File: config.mk
export PLATFORM = sky130hd
export DESIGN_NAME = aux_req_framer
export DESIGN_NICKNAME = d
export VERILOG_FILES = /design/src/rtl/aux_frm_pkg.sv /design/src/rtl/aux_frm_hdr.sv /design/src/rtl/aux_frm_buf.sv /design/src/rtl/aux_req_framer.sv
export SDC_FILE = /design/constraint.sdc
export NUM_CORES = 1
export LEC_CHECK = 0
export BUFFER_PORTS_ARGS = -buffer_cell sky130_fd_sc_hd__buf_2
export CORE_MARGIN = 2
export CORE_UTILIZATION = 55
export DETAILED_ROUTE_END_ITERATION = 10
export GPL_TIMING_DRIVEN = 0
export PLACE_DENSITY_LB_ADDON = 0.1
export SYNTH_ARGS = -nofsm -noshare
export SYNTH_HDL_FRONTEND = slang
export SYNTH_SLANG_ARGS = --single-unit
File: constraint.sdc
create_clock -name clk -period 3.3 [get_ports clk]
set_input_delay 0.495 -clock clk [delete_from_list [all_inputs] [get_ports clk]]
set_output_delay 0.495 -clock clk [all_outputs]
set_load 0.01 [all_outputs]
File: src/rtl/aux_frm_pkg.sv
package aux_frm_pkg;

    typedef enum logic [2:0] {
        ST_IDLE,
        ST_HDR,
        ST_FILL,
        ST_ARMED,
        ST_ACK,
        ST_WAITCLR,
        ST_SEND
    } frm_state_e;

    // write-class commands: native write, I2C write, I2C write with MOT
    function automatic logic is_wr_cmd(input logic [3:0] cmd);
        return (cmd == 4'h8) || (cmd == 4'h0) || (cmd == 4'h4);
    endfunction

    function automatic int frame_bytes(input logic [3:0] cmd, input int len);
        int n;
        n = (len != 0) ? 4 : 3;
        if (is_wr_cmd(cmd)) n = n + len;
        return n;
    endfunction

endpackage

File: src/rtl/aux_frm_hdr.sv
module aux_frm_hdr #(
    parameter int LEN_W = 8,
    parameter int CNT_W = 5
) (
    input  logic [3:0]       cmd,
    input  logic [19:0]      addr,
    input  logic [LEN_W-1:0] len,
    input  logic [CNT_W-1:0] idx,
    output logic [7:0]       hdr_byte,
    output logic [CNT_W-1:0] hdr_last
);
    logic [LEN_W-1:0] len_m1;

    assign len_m1   = len - LEN_W'(1);
    assign hdr_last = (len != '0) ? CNT_W'(3) : CNT_W'(2);

    always_comb begin
        unique case (idx)
            CNT_W'(0): hdr_byte = {cmd, addr[19:16]};
            CNT_W'(1): hdr_byte = addr[15:8];
            CNT_W'(2): hdr_byte = addr[7:0];
            default:   hdr_byte = len_m1[7:0];
        endcase
    end
endmodule

File: src/rtl/aux_frm_buf.sv
module aux_frm_buf #(
    parameter int DEPTH = 20,
    parameter int CNT_W = 5
) (
    input  logic             clk,
    input  logic             rst_n,
    input  logic             clr_idx,
    input  logic             wr_en,
    input  logic [7:0]       wr_data,
    output logic [CNT_W-1:0] wr_idx,
    input  logic [CNT_W-1:0] rd_idx,
    output logic [7:0]       rd_data
);
    logic [7:0] mem [DEPTH];

    always_ff @(posedge clk or negedge rst_n) begin
        if (!rst_n) begin
            wr_idx <= '0;
        end else if (clr_idx) begin
            wr_idx <= '0;
        end else if (wr_en && (int'(wr_idx) < DEPTH)) begin
            wr_idx <= wr_idx + CNT_W'(1);
        end
    end

    generate
        for (genvar g = 0; g < DEPTH; g++) begin : g_cell
            always_ff @(posedge clk) begin
                if (wr_en && !clr_idx && (int'(wr_idx) == g)) mem[g] <= wr_data;
            end
        end
    endgenerate

    always_comb begin
        rd_data = '0;
        for (int i = 0; i < DEPTH; i++) begin
            if (int'(rd_idx) == i) rd_data = mem[i];
        end
    end
endmodule

File: src/rtl/aux_req_framer.sv
module aux_req_framer
    import aux_frm_pkg::*;
#(
    parameter int MAX_PL = 16,
    parameter int LEN_W  = 8,
    parameter int DLY_W  = 4,
    localparam int DEPTH = MAX_PL + 4,
    localparam int CNT_W = $clog2(DEPTH + 1)
) (
    input  logic             clk,
    input  logic             rst_n,
    input  logic             req_load,
    input  logic [3:0]       req_cmd,
    input  logic [19:0]      req_addr,
    input  logic [LEN_W-1:0] req_len,
    input  logic [DLY_W-1:0] req_delay,
    input  logic             pl_valid,
    input  logic [7:0]       pl_data,
    output logic             pl_ready,
    input  logic             go,
    input  logic             tx_done,
    output logic             done_ack,
    output logic             armed,
    output logic             tx_valid,
    output logic [7:0]       tx_data,
    input  logic             tx_ready,
    output logic [CNT_W-1:0] byte_cnt,
    output logic [DLY_W-1:0] start_delay,
    output logic             busy,
    output logic             len_err
);
    frm_state_e       st, nxt;
    logic [3:0]       cmd_q;
    logic [19:0]      addr_q;
    logic [LEN_W-1:0] len_q;
    logic [CNT_W-1:0] cnt_q, rd_q, wr_idx, hdr_last;
    logic [DLY_W-1:0] dly_q;
    logic             err_q, len_ok, wr_q;
    logic             clr_idx, wr_en;
    logic [7:0]       wr_data, hdr_byte;

    assign len_ok = (int'(req_len) <= MAX_PL);

    aux_frm_hdr #(.LEN_W(LEN_W), .CNT_W(CNT_W)) hdr_i (
        .cmd(cmd_q), .addr(addr_q), .len(len_q), .idx(wr_idx),
        .hdr_byte(hdr_byte), .hdr_last(hdr_last)
    );

    aux_frm_buf #(.DEPTH(DEPTH), .CNT_W(CNT_W)) buf_i (
        .clk(clk), .rst_n(rst_n), .clr_idx(clr_idx), .wr_en(wr_en),
        .wr_data(wr_data), .wr_idx(wr_idx), .rd_idx(rd_q), .rd_data(tx_data)
    );

    // state register and captured request
    always_ff @(posedge clk or negedge rst_n) begin
        if (!rst_n) begin
            st     <= ST_IDLE;
            cmd_q  <= '0;
            addr_q <= '0;
            len_q  <= '0;
            dly_q  <= '0;
            cnt_q  <= '0;
            rd_q   <= '0;
            err_q  <= 1'b0;
            wr_q   <= 1'b0;
        end else begin
            st <= nxt;
            if (st == ST_IDLE && req_load) begin
                err_q <= !len_ok;
                if (len_ok) begin
                    cmd_q  <= req_cmd;
                    addr_q <= req_addr;
                    len_q  <= req_len;
                    dly_q  <= req_delay;
                    wr_q   <= is_wr_cmd(req_cmd);
                    cnt_q  <= CNT_W'(frame_bytes(req_cmd, int'(req_len)));
                end
            end
            if (st == ST_WAITCLR) rd_q <= '0;
            else if (st == ST_SEND && tx_ready) rd_q <= rd_q + CNT_W'(1);
        end
    end

    // next state
    always_comb begin
        nxt = st;
        unique case (st)
            ST_IDLE:    if (req_load && len_ok) nxt = ST_HDR;
            ST_HDR:     if (wr_idx == hdr_last)
                            nxt = (wr_q && len_q != '0) ? ST_FILL : ST_ARMED;
            ST_FILL:    if (pl_valid && wr_idx == cnt_q - CNT_W'(1)) nxt = ST_ARMED;
            ST_ARMED:   if (go) nxt = ST_ACK;
            ST_ACK:     nxt = ST_WAITCLR;
            ST_WAITCLR: if (!tx_done) nxt = ST_SEND;
            ST_SEND:    if (tx_ready && rd_q == cnt_q - CNT_W'(1)) nxt = ST_IDLE;
            default:    nxt = ST_IDLE;
        endcase
    end

    // outputs
    always_comb begin
        busy        = (st != ST_IDLE);
        armed       = (st == ST_ARMED);
        pl_ready    = (st == ST_FILL);
        done_ack    = (st == ST_ACK);
        tx_valid    = (st == ST_SEND);
        clr_idx     = (st == ST_IDLE) && req_load && len_ok;
        wr_en       = (st == ST_HDR) || ((st == ST_FILL) && pl_valid);
        wr_data     = (st == ST_HDR) ? hdr_byte : pl_data;
        byte_cnt    = cnt_q;
        start_delay = dly_q;
        len_err     = err_q;
    end
endmodule

# Word level (Yosys, flattened, before mapping)
# Memory sizes are Yosys's and may differ from the RTL's.
# Cells that the tools add are included.
[word_totals]
ram_bits = 160
regBits = 56
out_inout_bits = 23
mem_count = 1
[memory_table]
columns = ["memory", "depth", "word_bits", "rd", "rd_clocked_by_memory_dff", "wr", "line", "rtl"]
rows = [
  ["buf_i.mem", 20, 8, 20, 0, 1, "aux_frm_buf.sv:14", "logic [7:0] mem [DEPTH];"],
]
[classes]
magnitude_cmp = 2
n_eq_ne = 57
n_mux = 134
add_sub_neg = 5
n_reduce_logical = 66
[op_table]
columns = ["cell", "count"]
rows = [
  ["$mux 8", 40],
  ["$reduce_or 8->1", 19],
  ["$eq 5x5->1 const B", 24],
  ["$mux 5", 24],
  ["$mux 1", 61],
  ["$eq 5x4->1 const B", 8],
  ["$logic_and 1x1->1", 30],
  ["$pmux 8 s3", 1],
  ["$mux 3", 7],
  ["$pmux 3 s7", 1],
  ["$eq 5x3->1 const B", 4],
  ["$reduce_bool 8->1", 2],
  ["$eq 5x2->1 const B", 3],
  ["$eq 5x5->1", 3],
  ["$logic_not 5->1", 3],
  ["$add 5x1->5 const B", 2],
  ["$eq 3x3->1 const B", 3],
  ["$le 8x5->1 const B", 1],
  ["$sub 8x1->8 const B", 1],
  ["$eq 3x2->1 const B", 2],
  ["$ne 2x1->1 const B", 3],
  ["$ne 2x2->1 const B", 3],
  ["$reduce_and 6->1", 1],
  ["$add 3x5->5", 1],
  ["other kinds (13)", 17],
]

# Longest topological paths before layout
# Gate-level depths: netlist of the first run.
[logic_depth]
word_depth = 28
ltp_mapped = 12
mapped_depth_nobuf = 9

# Hierarchy
# Synthesis of the first run repeated with hierarchy kept, for this count alone.
[unflattened]
cells_unflattened = 794
area_unflattened_um2 = 10293.6
[modules_own_cells]
columns = ["mod", "seq_area_each_um2", "n_inst", "area_per_inst_um2", "cells_each"]
rows = [
  ["aux_frm_buf", 4929.7, 1, 7020.5, 482],
  ["aux_req_framer", 1276.2, 1, 2748.9, 243],
  ["aux_frm_hdr", 0.0, 1, 524.3, 69],
]

# Worst setup path before layout of the first run
# OpenSTA, ideal clock, no wires.
[synth_timing]
path_kind = "register -> output"
startpoint = "register rd_q[1]"
endpoint = "output tx_data[6]"
path_buffers = 4
t_arrival_ns = 2.918
setup_slack_ns = -0.113
path_stages_with_launch = 13
path_cell_list = "dfrtp_1 > ha_1 > clkbuf_1 > clkbuf_1 > buf_1 > and3_1 > ha_1 > clkbuf_1 > nor3_1 > o21ai_0 > o21ai_0 > a211o_1 > o22ai_1"
[synth_via]
elab_chain_cells = 21
[synth_lines]
columns = ["item", "line", "rtl"]
rows = [
  ["start, declared", "aux_req_framer.sv:36", "logic [CNT_W-1:0] cnt_q, rd_q, wr_idx, hdr_last;"],
  ["start signal, assigned", "aux_req_framer.sv:80", "else if (st == ST_SEND && tx_ready) rd_q <= rd_q + CNT_W'(1);"],
  ["$logic_not 5->1", "aux_frm_buf.sv:37", "if (int'(rd_idx) == i) rd_data = mem[i];"],
  ["$mux 8 (19 in a row)", "aux_frm_buf.sv:37", ""],
  ["$mux 8 (*)", "aux_frm_buf.sv:37", ""],
  ["end, declared", "aux_req_framer.sv:25", "output logic [7:0] tx_data,"],
]
# Every way passes the cells marked *; elsewhere a longest branch is shown, timed or not.

# Worst setup path after layout of the first run
[layout_timing]
startpoint = "register rd_q[0]"
endpoint = "output tx_data[0]"
# Same word-level chain as after synthesis.

==> results of run 1 <==
-- power by group --
part | total [uW] | leakage (uW) | switching (uW) | internal (uW)
clock | 2480 | 0.000346 | 1040 | 1430
sequential | 3680 | 0.00216 | 209 | 3470
combinational | 3990 | 0.00235 | 2480 | 1510
-- cell type report --
| type | instances | area, um^2 |
|---|---|---|
| flip-flops and latches | 216 | 6210 |
| clock buffers | 28 | 594 |
| multi-input cells | 638 | 4210 |
| fillers | 1380 | 5830 |
| repair buffers | 116 | 717 |
| well taps | 234 | 293 |
| plain buffers | 50 | 403 |
| inverters | 39 | 150 |
| clock inverters | 12 | 108 |
-- kinds of logic after synthesis --
group,count (synthesis),share of synthesized area (%)
AO/OA/AOI/OAI,222,14.5
flip-flops,216,60.2
buffers and inverters,93,3.47
XOR/XNOR,25,2.12
adder cells (fa/ha/maj),17,2.14
multiplexers,3,0.291
AND/OR/NAND/NOR,371,17.3
-- synthesized netlist by cell type (13+ instances only) --
cell,count
nand2_1,164
edfxtp_1,160
nor2_1,78
dfrtp_1,56
a21oi_1,49
clkbuf_1,43
o21ai_0,40
inv_1,38
nor3_1,25
a22oi_1,16
ha_1,16
o22ai_1,14
xnor2_1,14
nand2b_1,13
-- final timing paths --
kind / slack [ns] / depth (start not counted) / to
max in group asynchronous: 2.73 / 1 / rd_q[4]
setup reg to reg: 0.15 / 7 / buf_i.mem[1][0]
setup / recovery: -0.13 / 12 / tx_data[0]
min in group clk: 0.16 / 3 / addr_q[0]
hold / removal: 0.02 / 1 / addr_q[16]
hold reg to reg: 0.47 / 2 / start_delay[3]
-- routing by layer --
metal	wire length, um	share of wire, %	vias up	global-route usage, %
li1	-	-	3763	-
met1	11900	40	3958	40.5
met2	14200	47	473	49.1
met3	2680	8.9	101	4.99
met4	1400	4.6	0	15.3
met5	0	0	-	0
-- state kept, by name (all words and copies together) (netlist names) --
register and count:
buf_i.mem 160, wr_q 1, buf_i.wr_idx 5, byte_cnt 5
len_q 8, addr_q 20, st 3, rd_q 5
start_delay 4, len_err 1, cmd_q 4
-- metrics by stage --
stage	hold slack, ns	worst slack [ns]
final	0.0183	-0.134
after global routing	0.0878	-0.207
after CTS	0.157	-0.146
after floorplan	0.199	0.0692
after detailed placement	0.460	-1.26
after global placement	0.457	-1.22
-- timing repair --
| item | 4_1_cts | 5_1_grt |
|---|---|---|
| resized for setup | 138 | 43 |
| cloned | 1 | 0 |
| endpoints found under the setup margin | 8 | 17 |
| hold buffers | 0 | 0 |
| buffers inserted | 32 | 11 |
| pin swaps | 24 | 16 |
==> impl_metrics.toml, run 1 <==
[routing]
vias_per_cell = 6.22
routedWlPerCell_um = 22.6
drtPass1Iterations = 5
wl_um = 30200
drt-initial-drc-count = 876
vias = 8295
postRouteAntennaNets = 0
remaining_drc_errors = 0

[grt]
grt_max_degree = 57
gr-total-overflow = 0
grt_pass1_vias = 8137
grt_pass1_wl_um = 45900
track_usage_pct = 30.5
antenna_found_initial = 0

[flow_run]
cap_violations = 0

[die]
initial_utilization_pct = 55.7
die_area_um2 = 19900
die_h_um = 141
core_um2 = 18500
die_w_um = 141
pin_count = 74
rows = 50

[synthesis]
ys_top_cells_by_area = "edfxtp_1 (47%), dfrtp_1 (14%), nand2_1 (6.0%)"
yosysTopAreaCellShare_pct = 46.6
ys_seq_area_share_pct = 60.2
synth_top_area_cell = "edfxtp_1"
netlist_area_um2 = 10300
synth-edff-count = 160
yosys_most_used_dff = "edfxtp_1"
yosysUniqueCellTypes = 73
avgSynthCellArea_um2 = 10.9
syn_inst = 947
ys_ff_latch = 216
ys_warn_count = 0
synth_nets = 1015
async_reset_ff_share_pct = 25.9

[timing]
min_period_ns = 3.43
fin_worst_skew_ns = 0.0162
setup_tns_ns = -0.652
finalCritPeriodShare_pct = 104
tightest_slew_ns = 1.02
drv_slew = 0
rsz0062_at_grt = "yes"
setup_ws_ns = -0.134
slew_headroom_pct = 31.5
setup-violations-final = 7
hold_violations = 0
max_freq_ghz = 0.291

[cells_and_area]
final_common_cell = "nand2_1"
n_antenna_cell = 0
drive_gt1_share_pct = 23.2
area_delta_synth_final_pct = 23.1
fin_cells = 1333
fin_area_um2 = 12700
finish.utilization_pct = 68.5
layout_common_cells = "nand2_1 (164), edfxtp_1 (160), buf_2 (74), nor2_1 (71), dfrtp_1 (51)"
final_nets = 1152

[placed_design]
io_buffers = 73
placed_area_um2 = 11000
hpwl_um = 19800
placedCellCount = 1255
gp_congestion = 0.910

[cts]
cts-buffers-inserted = 23
clk_pin_slew_worst_paths_ns = 0.06
cts_tree = "done"
clkLatencyLatePin_ns = 0.52
clockRootBuffer = "clkbuf_16"
clock_path_buffers = 3
htree_levels = 1
clock_sinks = 216

[setup_path]
r2r_start = "buf_i.wr_idx[2]"
path_class = "register to primary output"
cp_top_family = "buffers and inverters"
max_stage_delay_ns = 0.44
cp_cell_sequence = "ha_4 > clkbuf_16 > clkbuf_16 > buf_8 > and3_4 > ha_4 > buf_8 > nor3_4 > o21ai_2 > a41o_1 > a31oi_1 > buf_2"
crit_arrival_ns = 2.94
crit_slowest_cell = "dfrtp_2"
worst-path-buf-inv = 5
startpoint = "rd_q[0]"
required_ns = 2.80
start_kind = "register"
worstPathMaxFanout = 5
end_kind = "primary output"

[outcome]
status = "complete, but fails checks"
failed_checks = "negative setup slack"

[power_and_ir_drop]
p_leak_uw = 0.00486
vdd_drop_max_v = 0.000395
total_power_uw = 10200
power_density_nw_per_um2 = 800

[min_path]
hold_path.class = "input port to asynchronous set/reset pin"
(Power assumes the default switching activity.)
==> run 2, diff against run 1 <==
==> constraint.sdc (replaced) <==
create_clock -name clk -period 3.1 [get_ports clk]
set_input_delay 0.31 -clock clk [delete_from_list [all_inputs] [get_ports clk]]
set_output_delay 0.31 -clock clk [all_outputs]
set_load 0.01 [all_outputs]
==> impl_metrics.toml, run 2 (synthesis gave the netlist of run 1 again) <==
[die]
die_area_um2 = 19900
rows = 50
core_um2 = 18500
initial_utilization_pct = 55.7
pin_count = 74
die_h_um = 141
die_w_um = 141

[routing]
vias = 8356
postRouteAntennaNets = 0
route.met2.wl_um = 14400
drtPass1Iterations = 5
highest_layer = "met4"
met1_length_um = 11900
vias_per_cell = 6.17
drt-initial-drc-count = 854
routedWlPerCell_um = 22.5
met3_length_um = 2670
wl_um = 30500
remaining_drc_errors = 0

[cells_and_area]
top_regs = "buf_i.mem (160), addr_q (20), len_q (8)"
n_fill_cell = 1345
drive_gt1_share_pct = 23.2
final_nets = 1174
final_common_cell = "nand2_1"
layout_common_cells = "nand2_1 (164), edfxtp_1 (160), buf_2 (74), nor2_1 (71), dfrtp_1 (51)"
regMostFlops = "buf_i.mem"
largest_reg_flops = 160
n_antenna_cell = 0
area_delta_synth_final_pct = 25.2

[cts]
clkLatencyLatePin_ns = 0.52
clock_sinks = 216
htree_levels = 1
cts_tree = "done"
clock_path_buffers = 3
clockRootBuffer = "clkbuf_16"
clk_pin_slew_worst_paths_ns = 0.06
cts-buffers-inserted = 23

[setup_path]
r2r_start = "st[1]"
r2r_end = "buf_i.mem[1][26]"
endpoint = "tx_data[0]"
path_class = "register to primary output"
end_kind = "primary output"
start_kind = "register"
r2r_slack_ns = 0.11
crit_arrival_ns = 2.93
worstPathMaxFanout = 5
required_ns = 2.79
startpoint = "rd_q[0]"
r2r_cells = 5

[timing]
fin_worst_skew_ns = 0.0227
setup_tns_ns = -0.718
finalCritPeriodShare_pct = 105
slew_headroom_pct = 26.1
hold_violations = 0
whs_ns = 0.00588
drv_slew = 0
setup_ws_ns = -0.143
rsz0062_at_grt = "yes"
setup-violations-final = 7
max_freq_ghz = 0.308
min_period_ns = 3.24
tightest_slew_ns = 1.10

[flow_run]
cap_violations = 0

[placed_design]
hpwl_um = 19800
place_ws_ns = -1.27
gp_congestion = 0.910
io_buffers = 73

[power_and_ir_drop]
p_leak_uw = 0.00496
vdd_drop_max_v = 0.000423
power_density_nw_per_um2 = 838

[grt]
antenna_found_initial = 0
track_usage_pct = 30.8
gr-total-overflow = 0
grt_pass1_vias = 8273
grt_max_degree = 57
grt_pass1_wl_um = 46400

[outcome]
failed_checks = "negative setup slack"
status = "complete, but fails checks"

[min_path]
hold_path.class = "input port to register"
[run 2: how the worst min path moves through the flow]
stage / startpoint / endpoint / cells past startpoint
2_1_floorplan: rst_n / addr_q[0] / 0
3_3_place_gp: addr_q[17] / addr_q[17] / 2
3_5_place_dp: start_delay[3] / start_delay[3] / 2
4_1_cts: req_addr[14] / addr_q[14] / 3
5_1_grt: req_addr[4] / addr_q[4] / 3
6_report: req_addr[6] / addr_q[6] / 3
[run 2: area by class of cell]
class	instances	area, um^2	area share (%)
sequential	216	6210	48.1
clock buffer	28	594	4.61
tap	234	293	2.27
multi-input combinational	638	4210	32.6
clock inverter	12	108	0.834
timing repair buffer	138	937	7.26
inverter	39	150	1.16
buffer	50	403	3.12
[run 2: critical path: stages, from the launching register on]
cell and delay [ns]:
dfrtp_2 0.44, ha_4 0.19, clkbuf_16 0.15, clkbuf_16 0.15
buf_8 0.11, and3_4 0.17, ha_4 0.18, buf_8 0.14
nor3_4 0.15, o21ai_2 0.10, a41o_1 0.29, a31oi_1 0.18
buf_2 0.16
[run 2: timing repair]
action                                 4_1_cts  5_1_grt
resized for setup                          140       46
endpoints found under the hold margin       21       56
pin swaps                                   24       16
cloned                                       1        0
setup endpoints to repair                   48       88
hold buffers                                21        1
buffers inserted                            32       11
[run 2: stage by stage]
| stage | power, uW | cells | cell area (um^2) | util, % |
|---|---|---|---|---|
| 6_report | 10800 | 1355 | 12900 | 69.7 |
| 5_1_grt | 11300 | 1355 | 12900 | 69.7 |
| 4_1_cts | 10600 | 1346 | 12700 | 68.4 |
| 3_5_place_dp | 7530 | 1255 | 11000 | 59.3 |
| 3_3_place_gp | 7460 | 1254 | 11000 | 59.2 |
| 2_1_floorplan | 6170 | 947 | 10300 | - |
[run 2: power breakdown]
group / internal [uW] / switching (uW) / total (uW)
Combinational: 1630 / 2640 / 4270
Sequential: 3690 / 224 / 3910
Clock: 1520 / 1120 / 2640
Total: 6840 / 3980 / 10800
[run 2: per-layer routing]
metal | vias up | track usage (%)
met2 | 450 | 50.2
met3 | 106 | 4.99
met4 | 0 | 15.5
li1 | 3804 | -
met1 | 3996 | 40.4
met5 | - | 0
